<file path="config.mk">
export PLATFORM = sky130hd
export DESIGN_NAME = trap_req_arbiter
export DESIGN_NICKNAME = d
export VERILOG_FILES = /design/src/rtl/trap_arb_pkg.sv /design/src/rtl/trap_prio_pick.sv /design/src/rtl/trap_cause_sel.sv /design/src/rtl/trap_req_arbiter.sv
export SDC_FILE = /design/constraint.sdc
export NUM_CORES = 1
export LEC_CHECK = 0
export BUFFER_PORTS_ARGS = -buffer_cell sky130_fd_sc_hd__buf_2
export CORE_ASPECT_RATIO = 0.7
export CORE_MARGIN = 2
export CORE_UTILIZATION = 40
export DETAILED_ROUTE_END_ITERATION = 8
export PLACE_DENSITY = 0.85
export SLEW_MARGIN = 10
export SYNTH_ARGS = -nofsm -noshare
export SYNTH_HDL_FRONTEND = slang
export SYNTH_SLANG_ARGS = --single-unit
export TNS_END_PERCENT = 1
</file>
<file path="constraint.sdc">
create_clock -name clk -period 4.4 [get_ports clk]
set_input_delay 0.44 -clock clk [delete_from_list [all_inputs] [get_ports clk]]
set_output_delay 0.44 -clock clk [all_outputs]
set_load 0.005 [all_outputs]
</file>
<file path="src/rtl/trap_arb_pkg.sv">
package trap_arb_pkg;

  // Category slots, lowest index wins arbitration.
  typedef enum int unsigned {
    CAT_ALIGN  = 0,
    CAT_DECODE = 1,
    CAT_CSRACC = 2,
    CAT_EXTIRQ = 3
  } trap_cat_e;

  localparam int unsigned TRAP_NUM_CAT = 4;

endpackage

</file>
<file path="src/rtl/trap_prio_pick.sv">
module trap_prio_pick #(
  parameter int unsigned NUM_SRC = 4
) (
  input  logic [NUM_SRC-1:0] eligible,
  output logic [NUM_SRC-1:0] win_oh,
  output logic               win_any
);

  // taken[i] is set when some index below i is eligible.
  logic [NUM_SRC:0] taken;

  assign taken[0] = 1'b0;

  for (genvar i = 0; i < NUM_SRC; i++) begin : g_chain
    assign win_oh[i]    = eligible[i] & ~taken[i];
    assign taken[i + 1] = taken[i] | eligible[i];
  end

  assign win_any = taken[NUM_SRC];

endmodule

</file>
<file path="src/rtl/trap_cause_sel.sv">
module trap_cause_sel #(
  parameter int unsigned NUM_SRC = 4,
  parameter int unsigned CAUSE_W = 32
) (
  input  logic [NUM_SRC-1:0]         sel_oh,
  input  logic [NUM_SRC*CAUSE_W-1:0] cause_bus,
  output logic [CAUSE_W-1:0]         cause_out
);

  // AND-OR reduction over a one-hot select.
  always_comb begin
    cause_out = '0;
    for (int i = 0; i < NUM_SRC; i++) begin
      cause_out = cause_out | (cause_bus[i*CAUSE_W +: CAUSE_W] & {CAUSE_W{sel_oh[i]}});
    end
  end

endmodule

</file>
<file path="src/rtl/trap_req_arbiter.sv">
module trap_req_arbiter #(
  parameter int unsigned NUM_SRC = trap_arb_pkg::TRAP_NUM_CAT,
  parameter int unsigned CAUSE_W = 32
) (
  input  logic                       clk,
  input  logic                       rst_n,
  input  logic [NUM_SRC-1:0]         src_req,
  input  logic [NUM_SRC-1:0]         src_en,
  input  logic [NUM_SRC*CAUSE_W-1:0] src_cause,
  output logic [NUM_SRC-1:0]         src_ack,
  input  logic                       ctl_ack,
  output logic                       irq_valid,
  output logic [CAUSE_W-1:0]         irq_cause
);

  logic               hold_q, hold_d;
  logic [NUM_SRC-1:0] owner_q, owner_d;
  logic [CAUSE_W-1:0] cause_q;
  logic               cause_ld;

  logic [NUM_SRC-1:0] eligible;
  logic [NUM_SRC-1:0] win_oh;
  logic               win_any;
  logic [CAUSE_W-1:0] win_cause;

  assign eligible = src_req & src_en;

  trap_prio_pick #(
    .NUM_SRC (NUM_SRC)
  ) u_pick (
    .eligible (eligible),
    .win_oh   (win_oh),
    .win_any  (win_any)
  );

  trap_cause_sel #(
    .NUM_SRC (NUM_SRC),
    .CAUSE_W (CAUSE_W)
  ) u_csel (
    .sel_oh    (win_oh),
    .cause_bus (src_cause),
    .cause_out (win_cause)
  );

  // Next-state: arbitrate only while idle, release only on acknowledge.
  always_comb begin
    hold_d   = hold_q;
    owner_d  = owner_q;
    cause_ld = 1'b0;
    if (!hold_q) begin
      if (win_any) begin
        hold_d   = 1'b1;
        owner_d  = win_oh;
        cause_ld = 1'b1;
      end
    end else if (ctl_ack) begin
      hold_d  = 1'b0;
      owner_d = '0;
    end
  end

  always_ff @(posedge clk or negedge rst_n) begin
    if (!rst_n) begin
      hold_q  <= 1'b0;
      owner_q <= '0;
    end else begin
      hold_q  <= hold_d;
      owner_q <= owner_d;
    end
  end

  // Cause word is data only: loaded under enable, no reset needed.
  always_ff @(posedge clk) begin
    if (cause_ld) begin
      cause_q <= win_cause;
    end
  end

  // Route the control acknowledge back to the held source.
  for (genvar i = 0; i < NUM_SRC; i++) begin : g_ack
    assign src_ack[i] = hold_q & ctl_ack & owner_q[i];
  end

  assign irq_valid = hold_q;
  assign irq_cause = cause_q;

endmodule

</file>
==> metrics <==
post-place setup slack 1320 ps; Via Count around 2.5k; final net count between 500 and 600; RSZ-0062 raised after global routing no; Yosys cell types 25; sequential area share after synthesis ~49%; First-pass DRT Iterations 4; max incr delay on CP approximately 950 ps; Final Hold Fails 0; synthesized area about 2200 µm²; ys async rst share a little over an eighth; routed vias/inst about 5.6; detailed placement HPWL 5.58 mm; Final Util roughly 60%; CP arrival 2920 ps; Max Slew Vio Count 0; clk slew on worst S/H paths 80 ps; Crit path max-delay family compound AO/OA/AOI/OAI gates; antenna violations before repair 0; Max VDD drop 0.149 mV; hold_buf cts 1; Filler Cell Count a little under 500; CP Buf/Inv Count 1; #FFs+latches synth 37; Max FO, Critical Path 34; leading area contributor after synthesis edfxtp_1; Final Worst Setup Slack 1630 ps; HP Start ctl_ack; DRT antenna net count 0; Slew @ Worst Pin between 1000 and 1500 ps; relative slew slack 28.6%; CTS sink cnt 37; layout cells sized above 1 approximately half; crit-path cells buf_2, a222oi_1, and2b_1, a221o_1; DR iter-0 viols 151; critical path required time between 4000 and 5000 ps; MaxCap Viol Count 0; Setup CP Type in2reg; Synth top area share ~43%; achievable frequency roughly 0.36 GHz; CTS H-Tree Depth 2; setup_tns 0 ps; Post-Syn Instances ~220; GR Util All Layers about a quarter; I/O Buffers about 180; Min-Delay Path Class in2reg; first-pass GRT wire length 11.6 mm; Setup crit end kind flip-flop; Post-Syn Nets 360; Reg2Reg Depth 1; leakage around 1.5 nW; status finished, final reports clean; Initial Util 41.9%; Die Ht about 66 µm; hold path endpoint irq_valid$_DFF_PN0_; final clock skew about 8.2 ps; period utilization a little over three fifths; Setup violations, final 0; CTS tree done; Area Overhead vs Synth 43.3%; WHS ~400 ps; hold depth 2; Antenna Diode Count 0; RR Endpoint irq_cause[8]$_DFFE_PP_; Critical Path Source Type primary input; vias in the first global route 2505; core box area ~5300 µm²; CP max-delay cell and2b_1; DRC 0; GP Congestion 0.787; clk_lat worst skew a little under 300 ps; synth warn 0; largest net degree at the start of global routing 36; routed wire length between 7 and 8 mm; grt ovf 0; RR Startpoint irq_valid$_DFF_PN0_; setup bufs post-CTS 0; CTS max path bufs 2; commonest register cell after synthesis edfxtp_1; # rows 22; # IOs 176; Synth Area per Inst between 10 and 15 µm²; die area approximately 6200 µm²; PD cells roughly 300 nW/µm²; largest cells by area after synthesis edfxtp_1, a221o_1, nand3_1; Die W between 90 and 100 µm; Tmin final 2770 ps; DR WL/cell approximately 17 µm; # resized after CTS 0; Post-synth EDFFs 32; multi-input logic area a little under 1000 µm²; Root Driver clkbuf_8; FF/Latch Area between 1000 and 1500 µm²; CTS Buf Count 5; R2R Setup Slk about 2700 ps
[power breakdown]
group          switching, mW  internal [mW]  leakage [nW]
clock network          0.120          0.167        0.0518
logic                  0.111          0.105          1.04
registers             0.0149          0.431         0.373
[synthesized netlist by cell type (all sizes together) (2+ instances only)]
cell,count
o21ai,34
and3,5
a21oi,2
nand3,64
edfxtp,32
clkbuf,19
and2,3
nand2,5
buf,9
dfrtp,5
a221o,32
[layer usage]
layer / part of all wire, % / track usage, % / up-vias / wire [µm]
met5: 0 / 0 / - / 0
met4: 1.8 / 9.38 / 0 / 138
met3: 11 / 6.39 / 12 / 843
met2: 49 / 41.9 / 156 / 3660
met1: 38 / 29.0 / 1150 / 2880
li1: - / - / 1200 / -
[layout by cell type, fill, tap and decap left out, types with 2 or more instances in the layout]
master,n
dfrtp_1,5
edfxtp_1,32
clkbuf_8,5
and2_1,3
a221o_1,32
buf_2,175
nand2_1,5
and3_1,5
nand3_1,64
o21ai_1,2
o21ai_0,32
buf_4,2
[area by class of cell]
class / instances / area share (%)
sequential: 37 / 34.2
multi-input combinational: 155 / 31.0
timing repair buffer: 178 / 28.4
tap: 72 / 2.84
clock buffer: 5 / 2.17
clock inverter: 3 / 1.30
inverter: 1 / 0.118
[logic make-up (layout without fill, tap and decap cells)]
kind of cell,Yosys count,count (layout),share of synthesized area [%]
AOI/OAI and AO/OA,73,73,24.6
DFF,37,37,49.0
buffers and inverters,29,187,7.34
and+or+nand+nor,82,82,19.1
[flip-flops by register name (all words and copies together), names as in the netlist]
name and cells:
owner_q 4, irq_cause 32, irq_valid 1
[worst max-delay path by stage]
| stage | startpoint | endpoint | cells after the start |
|---|---|---|---|
| 4_1_cts | src_req[1] | irq_cause[11]$_DFFE_PP_ | 4 |
| 6_report | src_req[1] | irq_cause[11]$_DFFE_PP_ | 4 |
| 3_3_place_gp | src_req[1] | irq_cause[30]$_DFFE_PP_ | 4 |
| 2_1_floorplan | src_en[0] | irq_cause[0]$_DFFE_PP_ | 3 |
| 5_1_grt | src_req[1] | irq_cause[11]$_DFFE_PP_ | 4 |
| 3_5_place_dp | src_req[1] | irq_cause[11]$_DFFE_PP_ | 4 |
[per-stage QoR]
step / std cells / area (µm²) / total power [mW]
after detailed placement: 442 / 3050 / 0.670
after global routing: 451 / 3170 / 0.999
final: 451 / 3170 / 0.949
after global placement: 442 / 3050 / 0.663
after CTS: 451 / 3170 / 0.957
after floorplan: 221 / 2220 / 0.555
Power figures use the tool's default switching activity.
